--- config.mk ---
export PLATFORM = sky130hd
export DESIGN_NAME = iram_decode
export DESIGN_NICKNAME = d
export VERILOG_FILES = /design/src/rtl/iram_pkg.sv /design/src/rtl/iram_bank_map.sv /design/src/rtl/iram_bit_map.sv /design/src/rtl/iram_bit_merge.sv /design/src/rtl/iram_decode.sv
export SDC_FILE = /design/constraint.sdc
export NUM_CORES = 1
export LEC_CHECK = 0
export BUFFER_PORTS_ARGS = -buffer_cell sky130_fd_sc_hd__buf_2
export CAP_MARGIN = 20
export CORE_MARGIN = 2
export CORE_UTILIZATION = 46
export CTS_BUF_LIST = sky130_fd_sc_hd__clkbuf_4 sky130_fd_sc_hd__clkbuf_8
export DETAILED_ROUTE_END_ITERATION = 12
export PLACE_DENSITY = 0.84
export SLEW_MARGIN = 5
export SYNTH_ARGS = -nofsm -noshare
export SYNTH_HDL_FRONTEND = slang
export SYNTH_SLANG_ARGS = --single-unit
--- constraint.sdc ---
create_clock -name clk -period 4.35 [get_ports clk]
set_input_delay 0.6525 -clock clk [delete_from_list [all_inputs] [get_ports clk]]
set_output_delay 0.6525 -clock clk [all_outputs]
set_load 0.1 [all_outputs]
--- src/rtl/iram_pkg.sv ---
package iram_pkg;

    typedef enum logic [1:0] {
        ACC_BYTE = 2'd0,
        ACC_REG  = 2'd1,
        ACC_BIT  = 2'd2,
        ACC_NONE = 2'd3
    } acc_kind_e;

endpackage

--- src/rtl/iram_bank_map.sv ---
module iram_bank_map #(
    parameter int ADDR_W = 8,
    parameter int BANK_W = 2,
    parameter int REG_W  = 3
) (
    input  logic [BANK_W-1:0] bank,
    input  logic [REG_W-1:0]  reg_num,
    output logic [ADDR_W-1:0] byte_addr
);
    localparam int PAD_W = ADDR_W - BANK_W - REG_W;

    // Register file occupies the bottom of RAM: bank picks the 2^REG_W slice.
    assign byte_addr = {{PAD_W{1'b0}}, bank, reg_num};

endmodule

--- src/rtl/iram_bit_map.sv ---
module iram_bit_map #(
    parameter int              ADDR_W = 8,
    parameter int              POS_W  = 3,
    parameter logic [ADDR_W-1:0] BASE = 8'h20
) (
    input  logic [ADDR_W-1:0] bit_addr,
    output logic              is_sfr,
    output logic [ADDR_W-1:0] byte_addr,
    output logic [POS_W-1:0]  pos
);
    localparam int IDX_W = ADDR_W - 1 - POS_W;

    logic [IDX_W-1:0] byte_idx;

    assign is_sfr    = bit_addr[ADDR_W-1];
    assign byte_idx  = bit_addr[ADDR_W-2:POS_W];
    assign byte_addr = BASE + ADDR_W'(byte_idx);
    assign pos       = bit_addr[POS_W-1:0];

endmodule

--- src/rtl/iram_bit_merge.sv ---
module iram_bit_merge #(
    parameter int DATA_W = 8,
    parameter int POS_W  = 3
) (
    input  logic [DATA_W-1:0] rdata,
    input  logic [POS_W-1:0]  pos,
    input  logic              wbit,
    output logic              rbit,
    output logic [DATA_W-1:0] wbyte
);
    assign rbit = rdata[pos];

    for (genvar g = 0; g < DATA_W; g++) begin : g_lane
        assign wbyte[g] = (pos == POS_W'(g)) ? wbit : rdata[g];
    end

endmodule

--- src/rtl/iram_decode.sv ---
module iram_decode
    import iram_pkg::*;
#(
    parameter int                ADDR_W   = 8,
    parameter int                DATA_W   = 8,
    parameter int                REG_W    = 3,
    parameter int                BANK_W   = 2,
    parameter int                BANK_LSB = 3,
    parameter logic [ADDR_W-1:0] BIT_BASE = 8'h20
) (
    input  logic              clk,
    input  logic              rst_n,
    input  logic              acc_valid,
    input  logic [1:0]        acc_kind,
    input  logic              acc_indirect,
    input  logic [7:0]        acc_addr,
    input  logic [2:0]        acc_reg,
    input  logic [7:0]        psw,
    input  logic              bit_wdata,
    input  logic [7:0]        ram_rdata,
    output logic              ram_sel,
    output logic [7:0]        ram_addr,
    output logic              sfr_sel,
    output logic [7:0]        sfr_addr,
    output logic              sfr_bit,
    output logic [2:0]        bit_pos,
    output logic              bit_rd,
    output logic [7:0]        bit_wbyte
);
    localparam int POS_W = $clog2(DATA_W);

    typedef struct packed {
        logic              ram_sel;
        logic [ADDR_W-1:0] ram_addr;
        logic              sfr_sel;
        logic [ADDR_W-1:0] sfr_addr;
        logic              sfr_bit;
        logic [POS_W-1:0]  bit_pos;
        logic              wbit;
    } dec_t;

    dec_t st_d, st_q;

    acc_kind_e         kind;
    logic [ADDR_W-1:0] reg_byte;
    logic              bit_is_sfr;
    logic [ADDR_W-1:0] bit_byte;
    logic [POS_W-1:0]  bit_ofs;

    assign kind = acc_kind_e'(acc_kind);

    iram_bank_map #(
        .ADDR_W (ADDR_W),
        .BANK_W (BANK_W),
        .REG_W  (REG_W)
    ) u_bank (
        .bank      (psw[BANK_LSB +: BANK_W]),
        .reg_num   (acc_reg),
        .byte_addr (reg_byte)
    );

    iram_bit_map #(
        .ADDR_W (ADDR_W),
        .POS_W  (POS_W),
        .BASE   (BIT_BASE)
    ) u_bitmap (
        .bit_addr  (acc_addr),
        .is_sfr    (bit_is_sfr),
        .byte_addr (bit_byte),
        .pos       (bit_ofs)
    );

    always_comb begin
        st_d = '0;
        if (acc_valid) begin
            unique case (kind)
                ACC_BYTE: begin
                    // Upper half is shared: indirect reaches RAM, direct reaches SFRs.
                    if (acc_addr[ADDR_W-1] && !acc_indirect) begin
                        st_d.sfr_sel  = 1'b1;
                        st_d.sfr_addr = acc_addr;
                    end else begin
                        st_d.ram_sel  = 1'b1;
                        st_d.ram_addr = acc_addr;
                    end
                end
                ACC_REG: begin
                    st_d.ram_sel  = 1'b1;
                    st_d.ram_addr = reg_byte;
                end
                ACC_BIT: begin
                    st_d.bit_pos = bit_ofs;
                    st_d.wbit    = bit_wdata;
                    if (bit_is_sfr) begin
                        st_d.sfr_sel  = 1'b1;
                        st_d.sfr_bit  = 1'b1;
                        st_d.sfr_addr = acc_addr;
                    end else begin
                        st_d.ram_sel  = 1'b1;
                        st_d.ram_addr = bit_byte;
                    end
                end
                default: st_d = '0;
            endcase
        end
    end

    always_ff @(posedge clk) begin
        if (!rst_n) st_q <= '0;
        else        st_q <= st_d;
    end

    iram_bit_merge #(
        .DATA_W (DATA_W),
        .POS_W  (POS_W)
    ) u_merge (
        .rdata (ram_rdata),
        .pos   (st_q.bit_pos),
        .wbit  (st_q.wbit),
        .rbit  (bit_rd),
        .wbyte (bit_wbyte)
    );

    assign ram_sel  = st_q.ram_sel;
    assign ram_addr = st_q.ram_addr;
    assign sfr_sel  = st_q.sfr_sel;
    assign sfr_addr = st_q.sfr_addr;
    assign sfr_bit  = st_q.sfr_bit;
    assign bit_pos  = st_q.bit_pos;

    // ---------------- assertions ----------------
    p_excl_sel_r9: assert property (@(posedge clk) disable iff (!rst_n)
        $onehot0({ram_sel, sfr_sel}));

    p_idle_clear_r9: assert property (@(posedge clk) disable iff (!rst_n)
        !acc_valid |=> (!ram_sel && !sfr_sel && !sfr_bit && bit_pos == '0));

    p_low_ram_r2: assert property (@(posedge clk) disable iff (!rst_n)
        (acc_valid && acc_kind == 2'd0 && !acc_addr[7])
        |=> (ram_sel && ram_addr == $past(acc_addr)));

    p_upper_direct_r4: assert property (@(posedge clk) disable iff (!rst_n)
        (acc_valid && acc_kind == 2'd0 && acc_addr[7] && !acc_indirect)
        |=> (sfr_sel && !ram_sel && sfr_addr == $past(acc_addr)));

    p_upper_indirect_r3: assert property (@(posedge clk) disable iff (!rst_n)
        (acc_valid && acc_kind == 2'd0 && acc_addr[7] && acc_indirect)
        |=> (ram_sel && ram_addr == $past(acc_addr)));

    p_reg_bank_r5: assert property (@(posedge clk) disable iff (!rst_n)
        (acc_valid && acc_kind == 2'd1)
        |=> (ram_sel && ram_addr[7:5] == 3'b000
             && ram_addr[4:3] == $past(psw[4:3]) && ram_addr[2:0] == $past(acc_reg)));

    p_bit_window_r6: assert property (@(posedge clk) disable iff (!rst_n)
        (acc_valid && acc_kind == 2'd2 && !acc_addr[7])
        |=> (ram_sel && ram_addr >= 8'h20 && ram_addr <= 8'h2F));

    p_sfr_bit_r7: assert property (@(posedge clk) disable iff (!rst_n)
        (acc_valid && acc_kind == 2'd2 && acc_addr[7])
        |=> (sfr_sel && sfr_bit && !ram_sel));

    p_merge_one_bit_r8: assert property (@(posedge clk) disable iff (!rst_n)
        $countones(bit_wbyte ^ ram_rdata) <= 1);

endmodule

==> results.ini, run 1 <==
[status]
status = finished clean

[timing]
setup_violations = 0
period_minus_slack_ns = 2.68
slew_violations = 0
slew_headroom = 0.669
rsz0062_at_grt = no
hold_viol = 0
worst_slack_ns = 1.67
finalCritPeriodShare = 0.617
fmax_mhz = 373
worstMarginPinSlew_ns = 0.497
fin_tns_setup_ns = 0
holdWs_ns = 0.541

[clock_network]
cts-resized-gates = 0
cts_hold_buf = 0
htreeDepth = 1
cts-root-buf = clkbuf_4
cts.path.max_buffers = 2
numCtsBuffers = 3
cts_tree = yes
cts_sinks = 23
cts.clk_slew.worst_paths_ns = 0.12
post-cts-setup-buffers = 0

[worst_setup_path]
cpPeakStageDelay_ns = 0.61
cp-end-kind = output pin
cp.arrival_ns = 2.03
path_max_fanout = 11
crit_required_ns = 3.70
cp-start-kind = flip-flop
critical_path_class = reg2out
path_cells = mux4_1 > mux2_2 > buf_2
worst_path_max_delay_cell = mux4_1

[routing]
drc_errors = 0
drtIter0Drc = 19
totalWireLength_um = 2170
drt_pre_antenna_iters = 4
vias = 923
routed_via_density = 5.10
wl_per_cell_um = 12.0
drtAntennaViolNets = 0

[hold_path]
hold_path.class = in2reg
min_to = st_q[0]$_SDFF_PN0_
holdCritStartpoint = bit_wdata
hold_path_depth = 2

[global_route]
grt_pass1_vias = 809
grt-ovfl-total = 0
grt_max_degree = 14
grt_util_all_layers = 0.177
antenna_found_initial = 0
grt_pass1_wl_um = 3490

[synthesis]
yosys.area.top_type_share = 0.471
ys_types = 20
yosys_register_bits = 23
yosysWarnings = 0
syn_avg_cell_area_um2 = 10.1
yosysSeqAreaShare = 0.471
ys_top_cells_by_area = dfxtp_1, mux2_2, and2_1, mux4_1, a21oi_1
synth_area_um2 = 978
yosys.area.top_type = dfxtp_1
synth_fp_nets = 131
synthCells = 97

[floorplanning]
initial_core_util = 0.494
rows = 16
core_mm2 = 0.00198
dieArea_mm2 = 0.00251
boundaryPins = 65
die_w_um = 50.1
die_h_um = 50.1

[power_and_ir_drop]
leakagePower_uw = 0.000630
switching_share = 0.354
comb_power_share = 0.272
seqPwrFrac = 0.508
p_sw_uw = 151
powerDensity_mw_per_mm2 = 328
p_int_uw = 276
ir_worst_vdd_uv = 244
clock_power_share = 0.220

[finish]
diodes = 0
syn_to_final_growth_pct = 33.2
final_cell_mix = buf_2, dfxtp_1, and2_1, mux2_2, a21oi_1
fill_cells = 168
fin_nets = 189
final_common_cell = buf_2
drive_gt1_frac = 0.461

[placement]
place_congestion = 0.813
pre_cts_slack_ns = 1.88
numPortBuffers = 58
dp_hpwl_um = 1680

[run]
max_cap_viol_count = 0

## per-stage QoR
step	instance area [um2]	instances	total power, uW	utilization
after floorplan	978	97	312	-
after global placement	1280	177	336	0.644
after detailed placement	1280	177	338	0.644
after CTS	1300	181	432	0.658
after global routing	1300	181	449	0.658
final	1300	181	428	0.658
## synthesized netlist by cell type
| master | instances |
|---|---|
| mux2_2 | 9 |
| nor2_1 | 7 |
| nor3b_1 | 3 |
| nand4b_1 | 1 |
| and2_1 | 12 |
| a21o_1 | 1 |
| a32oi_1 | 3 |
| nor2b_1 | 4 |
| nor3_1 | 5 |
| nand3b_1 | 2 |
| clkbuf_1 | 4 |
| buf_6 | 1 |
| inv_1 | 1 |
| nand2_1 | 4 |
| a221oi_1 | 3 |
| a21oi_1 | 8 |
| mux4_1 | 2 |
| nand3_1 | 3 |
| nand2b_1 | 1 |
| dfxtp_1 | 23 |
## sequential cells by signal (all words and copies together) (netlist names)
name / count
ram_sel: 1
sfr_bit: 1
ram_addr: 8
sfr_sel: 1
bit_pos: 3
sfr_addr: 8
st_q: 1
## critical path, delay by kind of cell, from the launching register on
family / cells / cell delay, ns
muxes: 2 / 0.88
DFF: 1 / 0.56
buffers and inverters: 1 / 0.29
## kinds of logic (layout without fill, tap and decap cells)
family / Yosys count / after routing / share of synthesized area
AND/OR/NAND/NOR: 42 / 42 / 0.239
flip-flops: 23 / 23 / 0.471
AO/OA/AOI/OAI: 15 / 15 / 0.102
multiplexers: 11 / 11 / 0.157
buffers and inverters: 6 / 63 / 0.0307
## power groups by stage
stage	registers [uW]	clock network, uW	logic [uW]
after global routing	218	109	122
after CTS	217	98.2	116
after global placement	222	0	115
after detailed placement	222	0	116
after floorplan	253	0	59.1
final	217	94.1	116
## how the worst max path moves through the flow
stage                                startpoint  endpoint  slack [ns]  cells past startpoint
after floorplan           bit_pos[0]$_SDFF_PN0_    bit_rd        1.51                      3
after global placement             ram_rdata[5]    bit_rd        1.90                      4
after detailed placement           ram_rdata[5]    bit_rd        1.88                      4
after CTS                 bit_pos[0]$_SDFF_PN0_    bit_rd        1.65                      3
after global routing      bit_pos[0]$_SDFF_PN0_    bit_rd        1.55                      3
final                     bit_pos[0]$_SDFF_PN0_    bit_rd        1.67                      3
## layout make-up
cell class / instances / area [um2] / area share
clock buffer: 3 / 22.5 / 0.0173
multi-input combinational: 68 / 488 / 0.374
timing repair buffer: 58 / 290 / 0.223
clock inverter: 1 / 5.00 / 0.00384
tap: 27 / 33.8 / 0.0259
sequential: 23 / 460 / 0.353
inverter: 1 / 3.75 / 0.00288
## layer usage
layer	vias up	global-route usage	wire length [um]
met5	-	0	0
met2	38	0.305	1090
met3	3	0.0333	149
met4	0	0.0556	16
li1	462	-	-
met1	420	0.222	919
No activity file was read; power rests on OpenSTA's default activity.
==> inputs of run 2 (changes only) <==
Settings changed: CORE_UTILIZATION 46 to 42, PLACE_DENSITY 0.84 to 0.77.
Clock period 4.35 ns to 2.5 ns, I/O delays scaled along.
==> run 2 against run 1 <==
Power up 74%. Highest routed layer unchanged. Non-clock buffer count did not move. Sequential power increased by 74%. Largest cell class unchanged.
==> results.ini, run 2 (synthesis gave the netlist of run 1 again) <==
[status]
status = finished clean

[clock_network]
cts_sinks = 23  ; unchanged
cts-resized-gates = 0  ; unchanged
cts-root-buf = clkbuf_4
cts.path.max_buffers = 2  ; unchanged
htreeDepth = 1  ; unchanged
numCtsBuffers = 3  ; unchanged
cts_hold_buf = 0  ; unchanged
cts_tree = yes
post-cts-setup-buffers = 0  ; unchanged
cts.clk_slew.worst_paths_ns = 0.11  ; about the same

[timing]
fmax_mhz = 437
fin_tns_setup_ns = 0  ; unchanged
finalCritPeriodShare = 0.916
worst_slack_ns = 0.210  ; -1.46 ns
period_minus_slack_ns = 2.29
slew_headroom = 0.640  ; -0.0292
rsz0062_at_grt = no
worstMarginPinSlew_ns = 0.540  ; +0.0437 ns
hold_viol = 0  ; unchanged
setup_violations = 0  ; unchanged
slew_violations = 0  ; unchanged

[floorplanning]
rows = 17  ; +1
boundaryPins = 65  ; unchanged
dieArea_mm2 = 0.00273  ; +8.7%
initial_core_util = 0.442  ; -0.0514
die_w_um = 52.3  ; +4.3%
core_mm2 = 0.00221  ; +12%
die_h_um = 52.3  ; +4.3%

[hold_path]
hold_path.class = in2reg
min_to = st_q[0]$_SDFF_PN0_
hold_path_depth = 2  ; unchanged
holdCritStartpoint = bit_wdata

[power_and_ir_drop]
ir_worst_vdd_uv = 403  ; +65%
powerDensity_mw_per_mm2 = 569  ; +73%
leakagePower_uw = 0.000631  ; about the same

[finish]
fin_nets = 189  ; unchanged
fill_cells = 214  ; +27%
final_util = 0.590  ; -0.0673
final_cell_mix = buf_2, dfxtp_1, and2_1, mux2_2, a21oi_1
stdcell_area_mm2 = 0.00131  ; +0.19%
multi_input_area_um2 = 488  ; unchanged
diodes = 0  ; unchanged
final_common_cell = buf_2
seq_area_um2 = 462  ; +0.27%
syn_to_final_growth_pct = 33.5
drive_gt1_frac = 0.468  ; +0.00649

[global_route]
use_met3 = 0.0257  ; -0.00762
use_met2 = 0.295  ; -0.00947
grt_max_degree = 14  ; unchanged
antenna_found_initial = 0  ; unchanged
grt_pass1_vias = 860  ; +6.3%
grt-ovfl-total = 0  ; unchanged
grt_util_all_layers = 0.174  ; -0.00300
met1_usage = 0.206  ; -0.0153
top_usage_layer = met2
grt_pass1_wl_um = 3480  ; -0.20%

[placement]
dpl-instance-area_mm2 = 0.00128  ; +0.20%
numPortBuffers = 58  ; unchanged
pre_cts_slack_ns = 0.540  ; -1.34 ns
dp_hpwl_um = 1800  ; +6.9%
place_congestion = 0.781  ; -4.0%

[routing]
wl_per_cell_um = 12.5  ; +3.8%
drtIter0Drc = 14  ; -5
routed_via_density = 5.07  ; -0.55%
drc_errors = 0  ; unchanged
totalWireLength_um = 2270  ; +4.4%
vias = 923  ; unchanged
drtAntennaViolNets = 0  ; unchanged
drt_pre_antenna_iters = 4  ; unchanged

[worst_setup_path]
cpPeakStageDelay_ns = 0.59  ; -0.02 ns
crit_required_ns = 2.12  ; -1.58 ns
cp-end-kind = output pin
critical_path_class = reg2out
path_max_fanout = 11  ; unchanged
cp.arrival_ns = 1.92  ; -0.11 ns
path_cells = mux4_1 > mux2_2 > buf_2
crit_family = multiplexers
worst_path_max_delay_cell = mux4_1
cp-start-kind = flip-flop
cp_num_buf_inv = 1  ; unchanged

[run]
max_cap_viol_count = 0  ; unchanged

-- run 2: worst max-delay path by stage --
stage / from / endpoint / slack [ns] / depth (start not counted)
after floorplan: bit_pos[1]$_SDFF_PN0_ / bit_rd / 0.05 / 3
after global placement: bit_pos[0]$_SDFF_PN0_ / bit_rd / 0.59 / 3
after detailed placement: bit_pos[0]$_SDFF_PN0_ / bit_rd / 0.54 / 3
after CTS: bit_pos[0]$_SDFF_PN0_ / bit_rd / 0.18 / 3
after global routing: bit_pos[0]$_SDFF_PN0_ / bit_rd / 0.12 / 3
final: bit_pos[0]$_SDFF_PN0_ / bit_rd / 0.21 / 3
-- run 2: layout make-up --
type / count / share of cell area
timing repair buffer: 58 / 0.222
clock buffer: 3 / 0.0172
inverter: 1 / 0.00287
sequential: 23 / 0.353
tap: 28 / 0.0268
clock inverter: 1 / 0.00383
multi-input combinational: 68 / 0.374
-- run 2: where the power goes --
group | switching (uW) | internal [uW]
clock network | 102 | 59.6
logic | 156 | 46.8
registers | 4.20 | 374
-- run 2: per-layer routing --
metal,share of wire,up-vias
li1,-,463
met1,0.41,419
met2,0.50,35
met3,0.061,6
met4,0.027,0
met5,0,-
-- run 2: per-stage QoR --
stage | cells | total power [uW] | hold WS [ns]
3_3_place_gp | 178 | 586 | 0.582
2_1_floorplan | 97 | 543 | 0.471
4_1_cts | 182 | 750 | 0.265
6_report | 182 | 743 | 0.277
5_1_grt | 182 | 784 | 0.257
3_5_place_dp | 178 | 589 | 0.593
==> inputs of run 3 (changes only) <==
Settings changed: ABC_AREA from default to 1, ABC_CLOCK_PERIOD_IN_PS from default to 2500, CORE_UTILIZATION 42 to 43, PLACE_DENSITY 0.77 to 0.79.
==> run 3 against run 2 <==
Die area fell by 0.53%. Clock-buffer cell count did not move. Global-route usage rose by 1.9 points. Synthesized area rose by 1.8%. Critical endpoint is now bit_wbyte[6]. Largest power group unchanged. Highest routed layer unchanged.
==> results.ini, run 3 <==
[status]
status = finished clean

[timing]
slew_violations = 0  ; unchanged
slew_headroom = 0.604  ; -0.0360
fmax_mhz = 442  ; +1.3%
period_minus_slack_ns = 2.26  ; -0.0287 ns
worstMarginPinSlew_ns = 0.594  ; +0.0534 ns
finalCritPeriodShare = 0.905  ; -0.0115
setup_violations = 0  ; unchanged
rsz0062_at_grt = no
hold_viol = 0  ; unchanged

[clock_network]
post-cts-setup-buffers = 0  ; unchanged
htreeDepth = 1  ; unchanged
numCtsBuffers = 3  ; unchanged
cts-root-buf = clkbuf_4
cts_sinks = 23  ; unchanged
cts.clk_slew.worst_paths_ns = 0.13  ; +0.02 ns
cts_tree = yes
cts.path.max_buffers = 2  ; unchanged
cts_hold_buf = 0  ; unchanged
cts-resized-gates = 0  ; unchanged

[synthesis]
synthCells = 152  ; +57%
synthTopCellsByCount = nand2_1, nor2_1, dfxtp_1
ys.flop_type = dfxtp_1
syn_avg_cell_area_um2 = 6.55  ; -35%
ys_top_cells_by_area = dfxtp_1, nand2_1, nor2_1, inv_1, o21ai_0
synth_edf_count = 0  ; unchanged
yosys_register_bits = 23  ; unchanged
synth_area_um2 = 996  ; +1.8%
yosys.area.top_type_share = 0.462  ; -0.00828
synth_fp_nets = 186  ; +42%
ys_types = 15  ; -25%
postSynth.asyncResetShare = 0  ; unchanged
yosysWarnings = 0  ; unchanged
yosysMostFrequentCell = nand2_1
yosysSeqAreaShare = 0.462  ; -0.00828
yosys.area.top_type = dfxtp_1

[finish]
stdcell_area_mm2 = 0.00141  ; +8.0%
final_cells = 240  ; +32%
drive_gt1_frac = 0.363  ; -0.104
final_cell_mix = buf_2, nand2_1, nor2_1, dfxtp_1, inv_1
fill_cells = 207  ; -3.3%
fin_nets = 247  ; +31%
syn_to_final_growth_pct = 41.7
seq_area_um2 = 460  ; -0.27%
final_common_cell = buf_2
diodes = 0  ; unchanged
final_util = 0.644  ; +0.0537
multi_input_area_um2 = 520  ; +6.7%

[global_route]
grt-ovfl-total = 0  ; unchanged
grt_util_all_layers = 0.193  ; +0.0185
antenna_found_initial = 0  ; unchanged
grt_max_degree = 15  ; +1
grt_pass1_vias = 1005  ; +17%
grt_pass1_wl_um = 3950  ; +13%

[worst_setup_path]
cp-start-kind = flip-flop
path_max_fanout = 11  ; unchanged
critPathCapture = bit_wbyte[6]
cp.arrival_ns = 1.89  ; -0.03 ns
crit_required_ns = 2.12  ; about the same
critical_path_class = reg2out
crit_path_start = bit_pos[0]$_SDFF_PN0_
cp-end-kind = output pin

[placement]
dp_hpwl_um = 2000  ; +11%
placed_cells = 236  ; +33%
dpl-instance-area_mm2 = 0.00138  ; +8.0%
numPortBuffers = 58  ; unchanged
place_congestion = 0.823  ; +5.4%

[floorplanning]
dieArea_mm2 = 0.00272  ; -0.53%
initial_core_util = 0.455  ; +0.0123
rows = 17  ; unchanged
boundaryPins = 65  ; unchanged
die_w_um = 52.1  ; -0.27%
core_mm2 = 0.00219  ; -0.96%
die_h_um = 52.1  ; -0.27%

[power_and_ir_drop]
leakagePower_uw = 0.000794  ; +26%
power_uw = 778  ; +4.8%
ir_worst_vdd_uv = 402  ; -0.28%
powerDensity_mw_per_mm2 = 551  ; -3.0%

[routing]
drc_errors = 0  ; unchanged
vias = 1111  ; +20%
drtIter0Drc = 18  ; +4
drt_pre_antenna_iters = 4  ; unchanged
routed_via_density = 4.63  ; -8.7%
totalWireLength_um = 2530  ; +11%
wl_per_cell_um = 10.5  ; -15%
drtAntennaViolNets = 0  ; unchanged

[hold_path]
hold_path.class = in2reg

[run]
max_cap_viol_count = 0  ; unchanged

-- run 3: changes by cell type after synthesis, sizes merged, moves of 9 or more --
cell | previous run | this run
inv | 1 | 20
nor2 | 7 | 34
and2 | 12 | 0
nand2 | 4 | 53
o21ai | 0 | 9
mux2 | 9 | 0
-- run 3: kinds of logic (layout without fill, tap and decap cells) --
kind of cell | after synthesis | after routing | synth area share
DFF | 23 | 23 | 0.462
AOI/OAI and AO/OA | 11 | 11 | 0.0553
and+or+nand+nor | 96 | 96 | 0.397
buffers and inverters | 22 | 82 | 0.0854
-- run 3: cell type report --
| cell class | count | share of cell area |
|---|---|---|
| clock buffer | 3 | 0.0160 |
| clock inverter | 1 | 0.00532 |
| inverter | 20 | 0.0532 |
| multi-input combinational | 107 | 0.369 |
| sequential | 23 | 0.326 |
| tap | 28 | 0.0248 |
| timing repair buffer | 58 | 0.206 |
-- run 3: stage by stage --
stage | TNS (ns) | hold slack [ns] | setup WS, ns
after floorplan | -0.131 | 0.453 | -0.131
after global placement | 0 | 0.596 | 0.684
after detailed placement | 0 | 0.606 | 0.627
after CTS | 0 | 0.270 | 0.241
after global routing | 0 | 0.285 | 0.102
final | 0 | 0.264 | 0.238
-- run 3: how the worst min path moves through the flow --
stage	from	slack, ns	end	depth (start not counted)
after floorplan	acc_kind[1]	0.45	ram_addr[7]$_SDFF_PN0_	1
after global placement	bit_wdata	0.60	st_q[0]$_SDFF_PN0_	3
after detailed placement	bit_wdata	0.61	st_q[0]$_SDFF_PN0_	3
after CTS	acc_kind[0]	0.27	ram_addr[7]$_SDFF_PN0_	2
after global routing	acc_kind[0]	0.29	ram_addr[7]$_SDFF_PN0_	2
final	bit_wdata	0.26	st_q[0]$_SDFF_PN0_	3
-- run 3: routing by layer --
metal / share of wire / routed length, um / vias to the layer above / global-route usage
li1: - / - / 578 / -
met1: 0.38 / 967 / 486 / 0.196
met2: 0.52 / 1300 / 44 / 0.380
met3: 0.092 / 232 / 3 / 0.0402
met4: 0.011 / 27 / 0 / 0.0658
met5: 0 / 0 / - / 0
-- run 3: critical path, stage by stage, from the launching register on --
cell     delay (ns)
dfxtp_1        0.56
inv_1          0.19
nand3_1        0.18
nand2_1        0.12
o21ai_4        0.07
buf_2          0.44
-- run 3: power breakdown --
group | switching, uW | total (uW) | internal [uW]
sequential | 3.29 | 378 | 374
clock | 117 | 178 | 61.2
combinational | 176 | 222 | 46.9
total | 296 | 778 | 483
